--- src/rtl/dram_geom_probe.sv ---
module dram_geom_probe #(
  parameter int MAX_BITS = 12,
  parameter int MIN_BITS = 9,
  localparam int AW   = 2*MAX_BITS + 1,
  localparam int CW   = $clog2(MAX_BITS + 1),
  localparam int CAPW = 2*MAX_BITS + 4
) (
  input  logic            clk,
  input  logic            rst_n,
  input  logic            start,
  output logic            busy,
  output logic            rq_valid,
  output logic            rq_we,
  output logic [AW-1:0]   rq_addr,
  output logic [7:0]      rq_wdata,
  output logic [CW-1:0]   cfg_bits,
  input  logic            rq_ack,
  input  logic [7:0]      rq_rdata,
  output logic [CW-1:0]   geo_bits,
  output logic [1:0]      geo_ras,
  output logic [CAPW-1:0] geo_bytes,
  output logic            done,
  output logic            fail,
  output logic [7:0]      bad_data
);

  typedef enum logic [1:0] {S_IDLE, S_WR, S_RD} st_t;

  st_t         st;
  logic [CW-1:0] cand;
  logic [2:0]  pidx;
  logic        bank_ph;
  logic [7:0]  pat;
  logic [AW-1:0] bank_base;

  always_comb begin
    case (pidx)
      3'd0: pat = 8'hF0;
      3'd1: pat = 8'h0F;
      3'd2: pat = 8'hAA;
      3'd3: pat = 8'h55;
      3'd4: pat = 8'hC0;
      3'd5: pat = 8'h30;
      3'd6: pat = 8'h0C;
      default: pat = 8'h03;
    endcase
  end

  assign bank_base = AW'(1) << (2*cand);
  assign busy      = (st != S_IDLE);
  assign rq_valid  = busy;
  assign rq_we     = (st == S_WR);
  assign rq_wdata  = pat;
  assign cfg_bits  = cand;
  assign rq_addr   = bank_ph ? bank_base : bank_base - AW'(1);

  wire match = (rq_rdata == pat);

  always_ff @(posedge clk) begin
    if (!rst_n) begin
      st        <= S_IDLE;
      cand      <= CW'(MAX_BITS);
      pidx      <= '0;
      bank_ph   <= 1'b0;
      geo_bits  <= '0;
      geo_ras   <= '0;
      geo_bytes <= '0;
      done      <= 1'b0;
      fail      <= 1'b0;
      bad_data  <= '0;
    end else begin
      done <= 1'b0;
      case (st)
        S_IDLE: if (start) begin
          cand    <= CW'(MAX_BITS);
          pidx    <= '0;
          bank_ph <= 1'b0;
          fail    <= 1'b0;
          st      <= S_WR;
        end
        S_WR: if (rq_ack) st <= S_RD;
        S_RD: if (rq_ack) begin
          if (match && pidx != 3'd7) begin
            pidx <= pidx + 3'd1;
            st   <= S_WR;
          end else if (match && !bank_ph) begin
            pidx    <= '0;
            bank_ph <= 1'b1;
            st      <= S_WR;
          end else if (!match && !bank_ph && cand > CW'(MIN_BITS)) begin
            bad_data <= rq_rdata;
            pidx     <= '0;
            cand     <= cand - CW'(1);
            st       <= S_WR;
          end else if (!match && !bank_ph) begin
            bad_data <= rq_rdata;
            fail     <= 1'b1;
            done     <= 1'b1;
            st       <= S_IDLE;
          end else begin
            if (!match) bad_data <= rq_rdata;
            geo_bits  <= cand;
            geo_ras   <= match ? 2'd2 : 2'd1;
            geo_bytes <= CAPW'(1) << (2*cand + (match ? 3 : 2));
            done      <= 1'b1;
            st        <= S_IDLE;
          end
        end
        default: st <= S_IDLE;
      endcase
    end
  end


  done_pulse_chk: assert property (@(posedge clk) disable iff (!rst_n)
    done |=> !done);


  req_hold_chk: assert property (@(posedge clk) disable iff (!rst_n)
    rq_valid && !rq_ack |=> rq_valid && $stable(rq_addr) && $stable(rq_we)
                            && $stable(rq_wdata) && $stable(cfg_bits));


  read_after_write_chk: assert property (@(posedge clk) disable iff (!rst_n)
    rq_valid && rq_we && rq_ack |=> rq_valid && !rq_we && $stable(rq_addr));


  cfg_range_chk: assert property (@(posedge clk) disable iff (!rst_n)
    rq_valid |-> cfg_bits <= CW'(MAX_BITS) && cfg_bits >= CW'(MIN_BITS));


  fail_with_done_chk: assert property (@(posedge clk) disable iff (!rst_n)
    $rose(fail) |-> done);


  done_idle_chk: assert property (@(posedge clk) disable iff (!rst_n)
    done |-> !busy);

endmodule

--- config.mk ---
export PLATFORM = sky130hd
export DESIGN_NAME = dram_geom_probe
export DESIGN_NICKNAME = d
export VERILOG_FILES = /design/src/rtl/dram_geom_probe.sv
export SDC_FILE = /design/constraint.sdc
export NUM_CORES = 1
export LEC_CHECK = 0
export BUFFER_PORTS_ARGS = -buffer_cell sky130_fd_sc_hd__buf_2
export CAP_MARGIN = 10
export CELL_PAD_IN_SITES_DETAIL_PLACEMENT = 0
export CELL_PAD_IN_SITES_GLOBAL_PLACEMENT = 1
export CORE_ASPECT_RATIO = 1.75
export CORE_MARGIN = 1.5
export CORE_UTILIZATION = 34
export DETAILED_ROUTE_END_ITERATION = 10
export PLACE_DENSITY = 0.83
export SLEW_MARGIN = 30
export SYNTH_ARGS = -nofsm -noshare
export SYNTH_HDL_FRONTEND = slang
export SYNTH_SLANG_ARGS = --single-unit
--- constraint.sdc ---
create_clock -name clk -period 2.8 [get_ports clk]
set_clock_uncertainty 0.15 [all_clocks]
set_input_delay 0 -clock clk [delete_from_list [all_inputs] [get_ports clk]]
set_output_delay 0 -clock clk [all_outputs]
set_load 0.02 [all_outputs]
==> flow_summary_export.csv, run 1 <==
group,metric,value,unit
outcome,status,"finished, final reports clean",
timing,achievable-frequency,360,MHz
timing,worstMarginPinSlew,0.524,ns
synth,ys_dominant_reg_cell,"dfxtp_1",
placement,io_buffer_count,95,
final_layout,final_layout_size_suffix_gt1_share,41.5,%
worst_setup_path,endpoint_kind,"flip-flop",
clock_tree,cts_inserted_buffers,5,
run,maxCapViolations,0,
synth,ys_types,55,
clock_tree,tritoncts,"built",
placement,detailedPlacementHpwl,6690,um
clock_tree,cts_root_buf,"clkbuf_16",
timing,final_hold_viol_count,0,
clock_tree,tritoncts_sinks,54,
synth,synth-async-reset-ratio,0,%
final_layout,num-nets-final,555,
timing,finalCriticalPeriod,2.77,ns
detailed_routing,drtAntennaViolNets,0,
clock_tree,clock_insertion_delay_worst_skew,0.30,ns
timing,final.period_utilization,99.1,%
worst_setup_path,cp_data_required_time,2.88,ns
worst_setup_path,cp-startpoint,"pidx[0]",
pwr,power.switching_fraction,25.4,%
pwr,cell_internal_pwr,0.00116,W
final_layout,syn2layout_area_growth,47.8,%
detailed_routing,dr.first_iter.drc_count,231,
worst_setup_path,criticalPathCategory,"reg -> reg",
pwr,total_switching_power,0.000394,W
detailed_routing,route.vias.total,3450,
pwr,highest_ir_drop_seen_on_vdd,0.299,mV
detailed_routing,route.final.wire_length,9960,um
floorplan,die-area,10100,sq um
worst_setup_path,reg2reg_to,"cfg_bits[0]",
pwr,power.share.sequential,50.0,%
worst_setup_path,arrival_time_reported_for_the_critical_path_endpoint,2.86,ns
global_routing,first_pass_grt_wire_length,15700,um
pwr,power_leakage,2.12,nW
worst_setup_path,cp_max_fo,7,
synth,synthesis.area_per_instance,8.12,sq um
worst_hold_path,hp-start,"start",
pwr,power.clock.fraction,40.0,%
timing,rsz0062_at_grt,"true",
clock_tree,cts-htree-levels,2,
synth,netlist_area,3220,sq um
worst_setup_path,cpMaxStageDelayCell,"or4_4",
global_routing,first_global_vias,3106,
clock_tree,clk_transition_reported_paths,0.07,ns
worst_hold_path,hold_depth,4,
final_layout,stdcell_area,4770,sq um
floorplan,die_y,132,um
floorplan,coreArea,9150,sq um
floorplan,initial_cell_density_of_the_core,35.2,%
detailed_routing,drcViolationCount,0,
worst_setup_path,reg2reg_depth,11,
synth,synth_enable_flop_cells,0,
synth,ys_seq_elements,54,
worst_setup_path,startpoint_type,"flip-flop",
worst_setup_path,critical_path.endpoint,"cfg_bits[0]",
worst_setup_path,rr_startpoint,"pidx[0]",
worst_setup_path,reg2reg_slack,0.03,ns
placement,dpl_cell_area,4050,sq um
worst_hold_path,worst_hold_check_path_type,"in -> reg",
pwr,power.combinational.fraction,10.0,%
pwr,power.density,326,nW/um^2
global_routing,grt_max_degree,33,
clock_tree,clockBufferDepth,2,
timing,slew-limit-headroom,65.1,%
worst_setup_path,cp_cell_sequence,"inv_6, ha_4, nor3_4, a21oi_4, mux2_4, a311oi_4, buf_4, nor3_4, buf_6, or4_4, a31oi_1",
worst_setup_path,slowest_stage_delay_cp,0.51,ns
floorplan,top_level_ports,96,
synth,syn_nets,424,
detailed_routing,detail_route.first_pass.iterations,4,
synth,synth_warnings,0,
floorplan,dieWidth,76.6,um
floorplan,num_rows,46,
synth,gate_count_of_the_mapped_netlist,397,
placement,place.gp.congestion,0.859,
final_layout,num_antenna_cells,0,
worst_setup_path,critPathMostFrequentCell,"nor3_4",
global_routing,grt_overflow_total,0,
detailed_routing,routed_wire_length_per_instance,15.4,um
global_routing,antenna_found_initial,0,
timing,report.final.setup_viol,0,
global_routing,global_route_usage_over_all_layers,18.9,%
final_layout,final_core_utilization,52.1,%
timing,maxSlewViolCount,0,
detailed_routing,vias_per_cell,5.32,
synth,synth-seq-area-share,33.5,%
## worst min path at each step
| stage | endpoint | slack [ns] |
|---|---|---|
| 2_1_floorplan | st[1] | -0.01 |
| 3_3_place_gp | bad_data[7] | 0.11 |
| 3_5_place_dp | bad_data[4] | 0.11 |
| 4_1_cts | cfg_bits[0] | 0.12 |
| 5_1_grt | cfg_bits[0] | 0.18 |
| 6_report | cfg_bits[3] | 0.15 |
## registers in the layout, indices dropped and copies added, names as in the netlist
register and count:
st 2, bank_ph 1, geo_ras 2, bad_data 8, pidx 3, geo_bits 4
done 1, geo_bytes 28, fail 1, cfg_bits 4
## cells in the mapped netlist (4+ instances only)
cell type | count | area, sq um
nand3_1 | 39 | 195
nand2b_1 | 8 | 50.1
inv_1 | 15 | 56.3
a31o_2 | 9 | 78.8
buf_2 | 5 | 25.0
nor3_1 | 5 | 25.0
o21ai_0 | 10 | 50.1
o21a_1 | 5 | 37.5
ha_1 | 15 | 188
dfxtp_1 | 54 | 1080
o31ai_1 | 24 | 180
o21ai_1 | 6 | 30.0
nand2_1 | 42 | 158
a21oi_1 | 19 | 95.1
clkbuf_1 | 16 | 60.1
and3_1 | 6 | 37.5
nor2b_1 | 12 | 75.1
xnor2_1 | 8 | 70.1
o41ai_1 | 8 | 70.1
nor2_1 | 32 | 120
buf_6 | 4 | 45.0
## metrics by stage
stage / setup WS, ns / hold slack (ns) / setup TNS, ns / instances / power [W]
2_1_floorplan: -0.0387 / -0.0114 / -0.833 / 397 / 0.000880
3_3_place_gp: -0.0277 / 0.112 / -0.247 / 608 / 0.000926
3_5_place_dp: -0.134 / 0.113 / -3.07 / 608 / 0.000927
4_1_cts: 0.00351 / 0.123 / 0 / 633 / 0.00156
5_1_grt: -0.0785 / 0.181 / -1.02 / 648 / 0.00162
6_report: 0.0251 / 0.146 / 0 / 648 / 0.00155
## what timing repair did
action                                  4_1_cts  5_1_grt
setup buffers                                 6       14
pin swaps                                     6       13
cloned                                        2        3
hold buffers                                 10        0
gates resized for setup                       9       36
endpoints found under the hold margin        11        0
endpoints found under the setup margin       33       43
## area by class of cell
type	count	area, sq um
Clock buffer	5	125
Clock inverter	2	13.8
Fill cell	848	4380
Inverter	15	63.8
Multi-Input combinational cell	300	2300
Sequential cell	54	1090
Tap cell	120	150
Timing Repair Buffer	152	1020
## placed cells by master (no fill, tap or decap), drive strengths merged, types with 2 or more instances in the layout
| master | n |
|---|---|
| a31o | 9 |
| buf | 140 |
| clkbuf | 7 |
| nand3b | 3 |
| or2 | 2 |
| inv | 16 |
| nor2b | 12 |
| o21ai | 16 |
| mux2i | 3 |
| xnor2 | 8 |
| and2 | 2 |
| ha | 15 |
| nor4 | 3 |
| a32o | 2 |
| o31a | 2 |
| dlygate4sd3 | 10 |
| nand2 | 42 |
| and3 | 6 |
| nor3 | 7 |
| a21boi | 2 |
| nor2 | 32 |
| o31ai | 24 |
| nor4bb | 2 |
| nand3 | 39 |
| o41ai | 10 |
| o21a | 5 |
| a31oi | 3 |
| a21o | 2 |
| dfxtp | 54 |
| nor4b | 2 |
| or3 | 3 |
| nand4 | 2 |
| nand2b | 8 |
| a21oi | 20 |
## power by group through the flow
| stage | clock network (W) | registers (W) | logic [W] |
|---|---|---|---|
| 6_report | 0.000622 | 0.000776 | 0.000155 |
| 5_1_grt | 0.000669 | 0.000778 | 0.000169 |
| 4_1_cts | 0.000634 | 0.000776 | 0.000147 |
| 3_5_place_dp | 0 | 0.000794 | 0.000132 |
| 3_3_place_gp | 0 | 0.000794 | 0.000132 |
| 2_1_floorplan | 0 | 0.000796 | 0.0000846 |
## critical path, delay by kind of cell (launching register included)
family	cells	cell delay (ns)
AND/OR/NAND/NOR	3	0.74
AO/OA/AOI/OAI	3	0.51
flip-flops	1	0.41
buffers and inverters	3	0.38
multiplexers	1	0.32
adder cells (fa/ha/maj)	1	0.18
## kinds of logic after synthesis
kind of cell	share of synthesized area, %
xor gates and xnor gates	2.44
and+or+nand+nor	26.1
DFF	33.5
buffers and inverters	6.48
AOI/OAI and AO/OA	24.2
muxes	1.40
adders and majority gates	5.82
## layer usage
layer,share of wire [%],global-route usage [%]
met1,40,21.7
met2,55,34.7
met3,3.5,2.42
met4,2.0,8.02
met5,0,0
(Power assumes the default switching activity.)
==> run 2: changes to the inputs <==
Settings changed: PLACE_DENSITY 0.83 to unset, PLACE_DENSITY_LB_ADDON set to 0.12.
==> run 2 against run 1 <==
Via count decreased by 0.90%. Total power increased by 1.7%. Worst hold slack worse by 0.0096 ns. Core utilization is 1.2 points lower. Critical path depth is the same. Wire length rose by 1.9%. Clock-buffer cell count is the same. Sequential power about the same. Cell count fell by 0.62%. Global-route usage increased by 0.061 points.
==> flow_summary_export.csv, run 2 (synthesis results as in run 1) <==
group,metric,value,unit
placement,dpl_cell_area,4070,sq um
timing,final.period_utilization,97.1,%
timing,rsz0062_at_grt,"true",
clock_tree,clock_insertion_delay_worst_skew,0.30,ns
final_layout,largest_register_ffs,28,
worst_hold_path,worst_hold_check_path_type,"in -> reg",
run,maxCapViolations,0,
worst_setup_path,reg2reg_slack,0.08,ns
floorplan,die-area,10100,sq um
clock_tree,cts-htree-levels,2,
floorplan,top_level_ports,96,
worst_setup_path,path_depth,11,
final_layout,multi_input_comb_area,2190,sq um
placement,detailedPlacementHpwl,6880,um
timing,worstMarginPinSlew,0.539,ns
timing,maxSlewViolCount,0,
final_layout,reg.largest.list,"geo_bytes (28), bad_data (8)",
final_layout,final_layout_size_suffix_gt1_share,37.8,%
clock_tree,tritoncts,"built",
worst_setup_path,endpoint_kind,"flip-flop",
worst_setup_path,cp_data_required_time,2.88,ns
worst_setup_path,cp_max_fo,9,
global_routing,first_global_vias,3118,
placement,place.gp.congestion,0.798,
final_layout,largest-register,"geo_bytes",
global_routing,grt_max_degree,39,
detailed_routing,detail_route.first_pass.iterations,4,
global_routing,antenna_found_initial,0,
detailed_routing,drcViolationCount,0,
timing,final_hold_viol_count,0,
detailed_routing,dr.first_iter.drc_count,119,
worst_hold_path,hold_depth,5,
timing,slew-limit-headroom,64.1,%
floorplan,die_y,132,um
detailed_routing,drtAntennaViolNets,0,
timing,report.final.setup_viol,0,
detailed_routing,route.vias.total,3419,
final_layout,nFillCells,906,
clock_tree,cts_root_buf,"clkbuf_16",
global_routing,grt_overflow_total,0,
worst_setup_path,startpoint_type,"flip-flop",
placement,io_buffer_count,95,
worst_setup_path,slowest_stage_delay_cp,0.46,ns
pwr,power.density,339,nW/um^2
floorplan,dieWidth,76.6,um
worst_setup_path,cp_cell_sequence,"inv_6, ha_4, nor3_4, a21oi_4, mux2_4, a311oi_2, buf_4, nor3_4, buf_6, or4_1, a31oi_1",
worst_setup_path,timing.critical_path.max_delay_family,"compound AO/OA/AOI/OAI gates",
worst_setup_path,arrival_time_reported_for_the_critical_path_endpoint,2.79,ns
worst_setup_path,criticalPathCategory,"reg -> reg",
detailed_routing,route.final.wire_length,10200,um
clock_tree,clk_transition_reported_paths,0.07,ns
detailed_routing,routed_wire_length_per_instance,15.8,um
final_layout,most_frequent_standard_cell_in_the_layout_excluding_fill_and_tap_cells,"buf_2",
clock_tree,tritoncts_sinks,54,
clock_tree,cts_inserted_buffers,5,
timing,achievable-frequency,368,MHz
timing,finalCriticalPeriod,2.72,ns
worst_setup_path,cpMaxStageDelayCell,"or4_1",
final_layout,num-nets-final,550,
worst_setup_path,critPathMostFrequentCell,"nor3_4",
final_layout,seq_area,1090,sq um
floorplan,coreArea,9150,sq um
clock_tree,clockBufferDepth,2,
global_routing,global_route_usage_over_all_layers,19.0,%
floorplan,num_rows,46,
worst_setup_path,cp_num_buf_inv,3,
pwr,highest_ir_drop_seen_on_vdd,0.313,mV
detailed_routing,vias_per_cell,5.31,
final_layout,final_core_utilization,50.9,%
final_layout,syn2layout_area_growth,44.5,%
floorplan,initial_cell_density_of_the_core,35.2,%
outcome,status,"finished, final reports clean",
pwr,power_leakage,1.98,nW
final_layout,num_antenna_cells,0,
global_routing,first_pass_grt_wire_length,15700,um
final_layout,mostFrequentLayoutCells,"buf_2 (95), dfxtp_1 (51), nand2_1 (42), nor2_1 (32), nand3_1 (31)",
worst_setup_path,reg2reg_depth,11,
final_layout,stdcell_area,4660,sq um
run 2: cell types whose count changed in the layout (fill, tap and decap cells not counted), moves of 3 or more:
cell,delta
buf_4,-8
o31ai_1,+4
o31ai_2,-4
o41ai_4,-3
run 2: layer usage:
layer	vias up	global-route usage, %	wire, um
met1	1621	22.7	4270
met4	0	5.76	130
met5	-	0	0
met2	89	34.8	5390
met3	10	2.56	359
li1	1699	-	-
run 2: per-stage QoR:
step | hold slack, ns | std cells | setup TNS (ns) | total power (W) | setup WS [ns]
6_report | 0.137 | 644 | 0 | 0.00158 | 0.0820
5_1_grt | 0.193 | 644 | -0.189 | 0.00164 | -0.0463
4_1_cts | 0.129 | 633 | 0 | 0.00159 | 0.00726
3_5_place_dp | 0.120 | 609 | -1.13 | 0.000932 | -0.0862
3_3_place_gp | 0.113 | 609 | -0.412 | 0.000931 | -0.0304
2_1_floorplan | -0.0114 | 397 | -0.833 | 0.000880 | -0.0387
run 2: worst reg2reg max path, stage by stage, from the launching register on:
cell      delay, ns
dfxtp_4        0.38
inv_6          0.09
ha_4           0.18
nor3_4         0.05
a21oi_4        0.21
mux2_4         0.34
a311oi_2       0.30
buf_4          0.17
nor3_4         0.05
buf_6          0.14
or4_1          0.46
a31oi_1        0.14
run 2: where the power goes:
group | switching, W | internal, W | total [W]
Combinational | 0.0000946 | 0.0000621 | 0.000157
Sequential | 0.00000597 | 0.000770 | 0.000776
Clock | 0.000305 | 0.000343 | 0.000648
run 2: final timing paths:
check / start / endpoint
max: pidx[1] / cfg_bits[0]
min: start / cfg_bits[0]
max reg2reg: pidx[1] / cfg_bits[0]
min reg2reg: fail / fail
run 2: timing repair:
action                                  in CTS  in global routing
endpoints found under the hold margin       11                  0
hold buffers                                10                  0
endpoints found under the setup margin      34                 46
gates cloned                                 2                  3
setup buffers                                4                 10
gates resized for setup                      7                 20
pin swaps                                    4                  6
run 2: area by class of cell:
class | count | share of cell area [%]
Sequential cell | 54 | 23.4
Tap cell | 120 | 3.22
Multi-Input combinational cell | 300 | 47.1
Clock inverter | 3 | 0.618
Clock buffer | 5 | 2.69
Inverter | 15 | 1.42
Timing Repair Buffer | 147 | 21.6
